## src/rtl/rb_pkg.sv

```systemverilog
package rb_pkg;
  localparam int CRC_W      = 11;
  localparam logic [CRC_W-1:0] CRC_POLY = 11'h385;
  localparam int DUMMY_BITS = 5;
  localparam int CHECK_BITS = 4;
  localparam int HEAD_FORCE = 2;
  localparam int TAIL_FORCE = 7;

  typedef enum logic [2:0] {
    PH_IDLE,
    PH_DUMMY,
    PH_FRAME,
    PH_TAIL,
    PH_CRC,
    PH_DONE
  } rb_phase_e;

  function automatic logic [CRC_W-1:0] crc_next(input logic [CRC_W-1:0] c, input logic b);
    logic fb;
    fb = c[CRC_W-1] ^ b;
    return {c[CRC_W-2:0], 1'b0} ^ (fb ? CRC_POLY : '0);
  endfunction
endpackage

```

## src/rtl/rb_store.sv

```systemverilog
module rb_store #(
  parameter int DEPTH = 4,
  parameter int WIDTH = 12,
  localparam int AW = (DEPTH > 1) ? $clog2(DEPTH) : 1
) (
  input  logic             clk,
  input  logic             we,
  input  logic [AW-1:0]    waddr,
  input  logic [WIDTH-1:0] wdata,
  input  logic [AW-1:0]    raddr,
  output logic [WIDTH-1:0] rdata
);
  logic [WIDTH-1:0] mem [DEPTH];

  always_ff @(posedge clk) begin
    if (we) mem[waddr] <= wdata;
  end

  always_ff @(posedge clk) begin
    rdata <= mem[raddr];
  end
endmodule

```

## src/rtl/rb_crc11.sv

```systemverilog
module rb_crc11
  import rb_pkg::*;
(
  input  logic             clk,
  input  logic             rst,
  input  logic             clr,
  input  logic             en,
  input  logic             din,
  output logic [CRC_W-1:0] crc
);
  always_ff @(posedge clk) begin
    if (rst || clr) crc <= '0;
    else if (en)    crc <= crc_next(crc, din);
  end
endmodule

```

## src/rtl/rb_sequencer.sv

```systemverilog
module rb_sequencer
  import rb_pkg::*;
#(
  parameter int NUM_FRAMES = 4,
  parameter int FRAME_LEN  = 17,
  parameter int CNT_W      = 5,
  parameter int FW         = 2
) (
  input  logic             clk,
  input  logic             rst,
  input  logic             start,
  output rb_phase_e        phase,
  output logic [CNT_W-1:0] cnt,
  output logic [FW-1:0]    frame_idx,
  output logic             busy
);
  localparam logic [CNT_W-1:0] DUMMY_LAST = CNT_W'(DUMMY_BITS - 1);
  localparam logic [CNT_W-1:0] FRAME_LAST = CNT_W'(FRAME_LEN - 1);
  localparam logic [CNT_W-1:0] CRC_LAST   = CNT_W'(CRC_W - 1);
  localparam logic [FW-1:0]    LAST_FRAME = FW'(NUM_FRAMES - 1);

  always_ff @(posedge clk) begin
    if (rst) begin
      phase     <= PH_IDLE;
      cnt       <= '0;
      frame_idx <= '0;
      busy      <= 1'b0;
    end else begin
      unique case (phase)
        PH_IDLE: if (start) begin
          phase     <= PH_DUMMY;
          cnt       <= '0;
          frame_idx <= '0;
          busy      <= 1'b1;
        end
        PH_DUMMY: begin
          if (cnt == DUMMY_LAST) begin
            phase <= PH_FRAME;
            cnt   <= '0;
          end else begin
            cnt <= cnt + 1'b1;
          end
        end
        PH_FRAME: begin
          if (cnt == FRAME_LAST) begin
            cnt <= '0;
            if (frame_idx == LAST_FRAME) phase <= PH_TAIL;
            else frame_idx <= frame_idx + 1'b1;
          end else begin
            cnt <= cnt + 1'b1;
          end
        end
        PH_TAIL: begin
          phase <= PH_CRC;
          cnt   <= '0;
        end
        PH_CRC: begin
          if (cnt == CRC_LAST) phase <= PH_DONE;
          else cnt <= cnt + 1'b1;
        end
        PH_DONE: begin
          phase <= PH_IDLE;
          busy  <= 1'b0;
        end
        default: phase <= PH_IDLE;
      endcase
    end
  end
endmodule

```

## src/rtl/cfg_readback_serializer.sv

```systemverilog
module cfg_readback_serializer
  import rb_pkg::*;
#(
  parameter int NUM_FRAMES = 4,
  parameter int DATA_BITS  = 12,
  parameter int NUM_CAP    = 4,
  parameter int CAP_FRAME  = 1,
  parameter int CAP_LSB    = 4,
  localparam int AW        = (NUM_FRAMES > 1) ? $clog2(NUM_FRAMES) : 1
) (
  input  logic                 clk,
  input  logic                 rst,
  input  logic                 rd_trig,
  input  logic                 cap_en,
  input  logic [NUM_CAP-1:0]   cap_state,
  input  logic                 wr_en,
  input  logic [AW-1:0]        wr_addr,
  input  logic [DATA_BITS-1:0] wr_word,
  output logic                 rd_busy,
  output logic                 rd_data
);
  localparam int FRAME_LEN = 1 + DATA_BITS + CHECK_BITS;
  localparam int CNT_MAX   = (FRAME_LEN > CRC_W) ? FRAME_LEN : CRC_W;
  localparam int CNT_W     = $clog2(CNT_MAX + 1);
  localparam int DIW       = $clog2(DATA_BITS);
  localparam int CIW       = (NUM_CAP > 1) ? $clog2(NUM_CAP) : 1;
  localparam int CRIW      = $clog2(CRC_W);

  localparam logic [CNT_W-1:0] C_DATA_END = CNT_W'(DATA_BITS);
  localparam logic [CNT_W-1:0] C_HEAD_END = CNT_W'(HEAD_FORCE);
  localparam logic [CNT_W-1:0] C_TAIL_BEG = CNT_W'(FRAME_LEN - TAIL_FORCE);
  localparam logic [CNT_W-1:0] C_CAP_BEG  = CNT_W'(CAP_LSB + 1);
  localparam logic [CNT_W-1:0] C_CAP_END  = CNT_W'(CAP_LSB + NUM_CAP);
  localparam logic [CNT_W-1:0] C_CRC_TOP  = CNT_W'(CRC_W - 1);
  localparam logic [AW-1:0]    F_LAST     = AW'(NUM_FRAMES - 1);
  localparam logic [AW-1:0]    F_CAP      = AW'(CAP_FRAME);

  logic                 trig_q;
  logic                 start;
  logic                 cap_mode_q;
  logic [NUM_CAP-1:0]   cap_q;
  rb_phase_e            phase;
  logic [CNT_W-1:0]     cnt;
  logic [AW-1:0]        frame_idx;
  logic [DATA_BITS-1:0] word_q;
  logic [CRC_W-1:0]     crc;
  logic                 nxt_bit;
  logic [DIW-1:0]       data_idx;
  logic [CIW-1:0]       cap_idx;
  logic [CRIW-1:0]      crc_idx;
  logic                 in_cap;

  assign start = rd_trig & ~trig_q & ~rd_busy;

  always_ff @(posedge clk) begin
    if (rst) begin
      trig_q     <= 1'b0;
      cap_mode_q <= 1'b0;
      cap_q      <= '0;
    end else begin
      trig_q <= rd_trig;
      if (start) begin
        cap_mode_q <= cap_en;
        cap_q      <= cap_state;
      end
    end
  end

  rb_sequencer #(
    .NUM_FRAMES(NUM_FRAMES),
    .FRAME_LEN (FRAME_LEN),
    .CNT_W     (CNT_W),
    .FW        (AW)
  ) u_seq (
    .clk      (clk),
    .rst      (rst),
    .start    (start),
    .phase    (phase),
    .cnt      (cnt),
    .frame_idx(frame_idx),
    .busy     (rd_busy)
  );

  rb_store #(
    .DEPTH(NUM_FRAMES),
    .WIDTH(DATA_BITS)
  ) u_store (
    .clk  (clk),
    .we   (wr_en),
    .waddr(wr_addr),
    .wdata(wr_word),
    .raddr(frame_idx),
    .rdata(word_q)
  );

  rb_crc11 u_crc (
    .clk(clk),
    .rst(rst),
    .clr(start),
    .en (phase == PH_FRAME),
    .din(nxt_bit),
    .crc(crc)
  );

  assign data_idx = DIW'(cnt - CNT_W'(1));
  assign cap_idx  = CIW'(cnt - C_CAP_BEG);
  assign crc_idx  = CRIW'(C_CRC_TOP - cnt);
  assign in_cap   = (frame_idx == F_CAP) && (cnt >= C_CAP_BEG) && (cnt <= C_CAP_END);

  always_comb begin
    nxt_bit = 1'b1;
    unique case (phase)
      PH_FRAME: begin
        if (cnt == '0)                                    nxt_bit = 1'b0;
        else if (cnt > C_DATA_END)                        nxt_bit = 1'b1;
        else if (frame_idx == '0 && cnt <= C_HEAD_END)    nxt_bit = 1'b1;
        else if (frame_idx == F_LAST && cnt >= C_TAIL_BEG) nxt_bit = 1'b1;
        else if (in_cap && cap_mode_q)                    nxt_bit = ~cap_q[cap_idx];
        else                                              nxt_bit = word_q[data_idx];
      end
      PH_TAIL: nxt_bit = 1'b0;
      PH_CRC:  nxt_bit = crc[crc_idx];
      default: nxt_bit = 1'b1;
    endcase
  end

  always_ff @(posedge clk) begin
    if (rst) rd_data <= 1'b1;
    else     rd_data <= nxt_bit;
  end
endmodule

```

## config.mk

```make
export PLATFORM = sky130hd
export DESIGN_NAME = cfg_readback_serializer
export DESIGN_NICKNAME = d
export VERILOG_FILES = /design/src/rtl/rb_pkg.sv /design/src/rtl/rb_store.sv /design/src/rtl/rb_crc11.sv /design/src/rtl/rb_sequencer.sv /design/src/rtl/cfg_readback_serializer.sv
export SDC_FILE = /design/constraint.sdc
export NUM_CORES = 1
export LEC_CHECK = 0
export BUFFER_PORTS_ARGS = -buffer_cell sky130_fd_sc_hd__clkbuf_2
export CAP_MARGIN = 5
export CORE_MARGIN = 4
export CORE_UTILIZATION = 35
export CTS_BUF_LIST = sky130_fd_sc_hd__clkbuf_4
export CTS_CLUSTER_SIZE = 40
export DETAILED_ROUTE_END_ITERATION = 8
export PLACE_DENSITY_LB_ADDON = 0.3
export SYNTH_ARGS = -nofsm -noshare
export SYNTH_HDL_FRONTEND = slang
export SYNTH_SLANG_ARGS = --single-unit
```

## constraint.sdc

```tcl
create_clock -name clk -period 5.2 [get_ports clk]
set_input_delay 1.04 -clock clk [delete_from_list [all_inputs] [get_ports clk]]
set_output_delay 1.04 -clock clk [all_outputs]
set_load 0.02 [all_outputs]
```

Word level (Yosys, flattened, before mapping)
Memories as Yosys holds them, arrays and structs flattened. A register that Yosys moved wholly into a read port is not among the register bits.
Index checks and enable logic that the tools add are counted.
{"block": "totals", "regBits": 29, "ramBits": 48, "in_bits": 23, "wordCells": 95, "memories": 1}
{"block": "classes", "n_addsub": 5, "magnitude_cmp": 8, "eq_ne": 17, "n_mux": 32, "n_bitwise": 7, "reduce_logical": 16}
{"memory": "u_store.mem", "depth": 4, "width": 12, "rd": 1, "rd_ports_with_merged_regs": 1, "write_ports": 1, "line_no": "rb_store.sv:13", "source": "logic [WIDTH-1:0] mem [DEPTH];"}
{"operator": "$pmux 5 s5", "count": 1}
{"operator": "$mux 5", "count": 4}
{"operator": "$mux 3", "count": 5}
{"operator": "$pmux 3 s5", "count": 1}
{"operator": "$mux 1", "count": 11}
{"operator": "$xor 11x11->11", "count": 1}
{"operator": "$lt 4x5->1 const B", "count": 2}
{"operator": "$mux 10", "count": 1}
{"operator": "$bmux 1 s4", "count": 2}
{"operator": "$ne 2x2->1 const B", "count": 4}
{"operator": "$eq 3x2->1 const B", "count": 2}
{"operator": "$eq 3x3->1 const B", "count": 2}
{"operator": "$mux 2", "count": 3}
{"operator": "$ne 2x1->1 const B", "count": 3}
{"operator": "$add 5x1->5 const B", "count": 1}
{"operator": "$eq 5x3->1 const B", "count": 1}
{"operator": "$eq 5x4->1 const B", "count": 1}
{"operator": "$eq 5x5->1 const B", "count": 1}
{"operator": "$ge 5x3->1 const B", "count": 1}
{"operator": "$ge 5x4->1 const B", "count": 1}
{"operator": "$gt 5x4->1 const B", "count": 1}
{"operator": "$le 5x2->1 const B", "count": 1}
{"operator": "$le 5x4->1 const B", "count": 1}
{"operator": "$logic_and 1x1->1", "count": 5}
{"operator": "other kinds (25)", "count": 29}

Depth between registers and ports, before layout
{"block": "depth", "word_depth": 13, "ltp_mapped": 11}

By module
A second synthesis with hierarchy kept.
{"block": "unflattened", "hier_cells": 274, "area_unflattened_um2": 3867.5}
{"mod": "rb_store", "n_inst": 1, "cells_each": 78, "area_per_inst_um2": 2006.9, "seq_area_each_um2": 1681.6}
{"mod": "cfg_readback_serializer", "n_inst": 1, "cells_each": 70, "area_per_inst_um2": 708.2, "seq_area_each_um2": 140.1}
{"mod": "rb_sequencer", "n_inst": 1, "cells_each": 77, "area_per_inst_um2": 681.9, "seq_area_each_um2": 220.2}
{"mod": "rb_crc11", "n_inst": 1, "cells_each": 49, "area_per_inst_um2": 470.5, "seq_area_each_um2": 220.2}

Least setup slack after synthesis
Ideal clock, no wire load.
{"block": "synth_timing", "path_kind": "register -> register", "from": "register u_seq.cnt[0]", "to": "register u_crc.crc[0]", "setup_time_ns": 0.119, "t_arrival_ns": 2.809, "t_required_ns": 5.081, "path_slack_ns": 2.272, "path_stages_with_launch": 12, "synth_period_minus_slack_ns": 2.928, "path_cell_list": "dfxtp_1 -> buf_6 -> clkbuf_1 -> inv_1 -> ha_1 -> buf_6 -> mux2i_1 -> mux4_2 -> or3_4 -> a31oi_4 -> xnor2_1 -> a21oi_1"}
{"block": "synth_between", "elab_chain_len": 13}
{"element": "from (decl)", "line_no": "rb_sequencer.sv:13", "source": "output logic [CNT_W-1:0] cnt,"}
{"element": "from (signal assigned)", "line_no": "rb_sequencer.sv:41", "source": "cnt <= cnt + 1'b1;"}
{"element": "from (signal assigned)", "line_no": "rb_sequencer.sv:50", "source": "cnt <= cnt + 1'b1;"}
{"element": "from (signal assigned)", "line_no": "rb_sequencer.sv:59", "source": "else cnt <= cnt + 1'b1;"}
{"element": "parallel branches: the longest is 9 deep, another holds $sub 4x1->4"}
{"element": "$pmux 1 s3 (*)", "line_no": "cfg_readback_serializer.sv:112", "source": "unique case (phase)"}
{"element": "$xor 1x1->1 (*)", "line_no": "rb_pkg.sv:20", "source": "fb = c[CRC_W-1] ^ b;"}
{"element": "$mux 10 (*)", "line_no": "rb_pkg.sv:21", "source": "return {c[CRC_W-2:0], 1'b0} ^ (fb ? CRC_POLY : '0);"}
{"element": "$xor 11x11->11 (*)", "line_no": "rb_pkg.sv:21"}
{"element": "to (signal assigned)", "line_no": "rb_crc11.sv:13", "source": "else if (en) crc <= crc_next(crc, din);"}
{"element": "to (decl)", "line_no": "rb_crc11.sv:9", "source": "output logic [CRC_W-1:0] crc"}
Every way passes the cells marked *. The select of a mux whose other input is x is not followed.
A chain may end at the register's enable or synchronous reset.

Final worst setup path
Same ends and word-level chain as after synthesis.

==> run_results.csv <==
group,metric,value,unit
timing,slew_headroom,25.50,%
setup_path,crit_path_end_kind,"flip-flop",
timing,max_freq,296.4,MHz
cts,cts_resized,0,
routing,firstDrtPassIters,4,
setup_path,worst-path-buf-inv,1,
floorplan,start_util,36.41,%
setup_path,r2r_slack,1830,ps
routing,wire_per_inst,15.22,µm
setup_path,arrival,3700,ps
global_route,antenna_found_initial,0,
setup_path,critPathKind,"flip-flop to flip-flop",
timing,min_period,3374,ps
global_route,grt_max_degree,21,
timing,fin_skew,7.615,ps
setup_path,path_cells,"inv_1, ha_1, mux2i_1, mux4_2, or3_4, a31oi_4, xnor2_1, a21oi_1",
setup_path,rr_worst_depth,8,
floorplan,die_w,115.1,µm
global_route,grt_pass1_wl,12440,µm
cts,clkTransAtPathRegs,130,ps
setup_path,critPathMaxStageDelay,870,ps
routing,vias,2496,
timing,setup_viol,0,
floorplan,die_y,115.1,µm
global_route,grt-ovfl-total,0,
timing,worstMarginPinSlew,1113,ps
cts,htree_num_levels,3,
cts,clock_latency,430,ps
logic_synthesis,syn-num-nets,348,
logic_synthesis,ys.flop_type,"edfxtp_1",
setup_path,worstReg2RegEnd,"u_crc.crc[0]",
routing,ant_nets,0,
floorplan,die-area,0.01325,mm²
logic_synthesis,ys.warnings.count,0,
layout,drive_gt1_share,18.82,%
cts,numCtsBuffers,9,
floorplan,core_area,0.01103,mm²
layout,nNetsFinal,365,
pwr,ir_drop,219.8,µV
cts,clockBufferDepth,2,
cts,post_cts_buffers,0,
timing,drv_slew,0,
logic_synthesis,synth_cell_types,50,
logic_synthesis,synth_seq_cells,89,
cts,root_buffer,"clkbuf_4",
logic_synthesis,synth_edf_count,48,
logic_synthesis,avgSynthCellArea,12.63,µm²
logic_synthesis,synthesis.instances,318,
setup_path,start_kind,"flip-flop",
pwr,powerDensity,291.3,mW/mm²
logic_synthesis,synth-seq-area-share,56.32,%
layout,antenna_cells,0,
timing,finalSetupTns,0,ps
placed_design,routabilityCongestion,0.8190,
layout,area_growth,8.006,%
global_route,grt_pass1_vias,2482,
setup_path,cp_max_fo,19,
global_route,grt_usage,12.03,%
setup_path,slowest_stage,"dfxtp_1",
layout,utilization,39.33,%
setup_path,r2r-start,"u_seq.cnt[0]",
setup_path,cp_num_cells,8,
worst_hold_path,hp-start,"u_crc.crc[3]",
cts,cts_hold_buf,0,
logic_synthesis,syn_area,0.004016,mm²
flow_run,cap_violations,0,
timing,rsz0062_at_grt,"false",
setup_path,crit_start,"u_seq.cnt[0]",
cts,clkSinkCount,89,
setup_path,required,5530,ps
pwr,p_leak,1.468,nW
placed_design,dp_hpwl,4901,µm
routing,dr.first_iter.drc_count,94,
routing,wirelength,7304,µm
floorplan,row_count,38,
worst_hold_path,hold_depth,2,
timing,period_share,64.88,%
floorplan,ios,25,
pwr,finalPower,0.001264,W
timing,hold_viol_final,0,
outcome,status,"finished, final reports clean",
routing,drcViolationCount,0,
setup_path,critPathCapture,"u_crc.crc[0]",
cts,cts_tree,"built",
placed_design,portBuffers,24,
routing,viasPerCell,5.200,
worst_hold_path,hold_path.class,"flip-flop to flip-flop",
logic_synthesis,synth-async-reset-ratio,0,%
setup_path,path_delay_family,"flip-flops",
## Yosys cell counts (2+ instances only)
library cell / instances / area share (%)
buf_1: 2 / 0.19
clkbuf_8: 4 / 1.4
clkbuf_1: 10 / 0.93
nor4b_1: 2 / 0.44
nand2_1: 21 / 2.0
nor2b_1: 4 / 0.62
nand3_1: 11 / 1.4
buf_6: 2 / 0.56
a2111o_1: 4 / 1.1
dfxtp_1: 41 / 20
edfxtp_1: 48 / 36
mux4_2: 15 / 8.4
o21ai_0: 8 / 1.0
nor3_1: 9 / 1.1
nor3b_1: 4 / 0.75
and3_1: 6 / 0.93
a21oi_1: 24 / 3.0
or3_1: 2 / 0.31
inv_1: 7 / 0.65
mux4_1: 4 / 2.6
a31oi_1: 4 / 0.62
nand3b_1: 4 / 0.75
nor2_1: 25 / 2.3
ha_1: 7 / 2.2
xnor2_1: 3 / 0.65
mux2i_1: 11 / 2.7
o21ai_1: 2 / 0.25
o211ai_1: 4 / 0.75
nand2b_1: 9 / 1.4
## stage by stage
stage,cell area [µm²],instances,hold WS (ps),worst slack [ps]
2_1_floorplan,4016,318,437.0,2272
3_3_place_gp,4197,464,459.0,1992
3_5_place_dp,4197,464,464.1,1831
4_1_cts,4338,480,482.3,1802
5_1_grt,4338,480,503.2,1621
6_report,4338,480,478.6,1826
## kinds of logic (layout without fill, tap and decap cells)
logic type	Yosys count	in the layout	share of synthesized area [%]
adders and majority gates	7	7	2.181
buffers and inverters	27	49	4.019
and+or+nand+nor	108	108	14.14
muxes	30	30	13.77
xor gates and xnor gates	4	4	0.8724
DFF	89	89	56.32
AOI/OAI and AO/OA	53	53	8.692
## cell type report
cell class                      count  area, µm²
Clock buffer                       10      75.07
Clock inverter                      6      66.31
Fill cell                        1071       6693
Inverter                            7      26.28
Multi-Input combinational cell    202       1598
Sequential cell                    89       2262
Tap cell                          140      175.2
Timing Repair Buffer               26      135.1
## where the power goes
| part | leakage (nW) | internal [W] | switching (W) |
|---|---|---|---|
| Sequential | 0.777 | 0.000770 | 0.0000147 |
| Clock | 0.0811 | 0.000155 | 0.000234 |
| Combinational | 0.610 | 0.0000399 | 0.0000505 |
## cells in the final DEF, fill, tap and decap left out, types with 3 or more instances in the layout
cell type and n:
o211ai_1 4, inv_1 7, a21oi_1 24, a31oi_1 4
and3_1 6, nand3b_1 4, mux2i_1 11, nand2b_1 9
clkbuf_4 10, ha_1 7, clkbuf_2 24, o21ai_0 8
edfxtp_1 48, nor3_1 9, xnor2_1 3, nor2_1 25
mux4_1 4, nand3_1 11, nand2_1 21, mux4_2 15
nor3b_1 3, dfxtp_1 41, nor2b_1 4, a2111o_1 4
## worst register-to-register path: cells and delay by family (launching register included)
kind                     cells  cell delay, ps
flip-flops                   1             870
adder cells (fa/ha/maj)      1             670
multiplexers                 2             620
AND/OR/NAND/NOR              1             390
AO/OA/AOI/OAI                2             390
buffers and inverters        1             160
XOR/XNOR                     1             160
## layer usage
| layer | vias up | track usage (%) | part of all wire, % |
|---|---|---|---|
| met1 | 1208 | 15.61 | 46 |
| met4 | 0 | 3.912 | 1.2 |
| met3 | 9 | 3.632 | 3.9 |
| met5 | - | 0 | 0 |
| li1 | 1232 | - | - |
| met2 | 47 | 19.33 | 49 |
## state kept, by name (all words and copies together), names as in the netlist
name / flops
u_seq.cnt: 5
u_crc.crc: 11
u_store.rdata: 12
trig_q: 1
u_seq.frame_idx: 2
u_seq.busy: 1
u_seq.phase: 3
u_store.mem: 48
cap_mode_q: 1
cap_q: 4
rd_data: 1
## worst min path at each step
stage                          endpoint
final                      u_crc.crc[4]
after global routing       u_crc.crc[4]
after CTS                  u_crc.crc[4]
after detailed placement  u_crc.crc[10]
after global placement     u_crc.crc[4]
after floorplan            u_crc.crc[1]
Note: power is estimated with default switching activity, not from simulation.
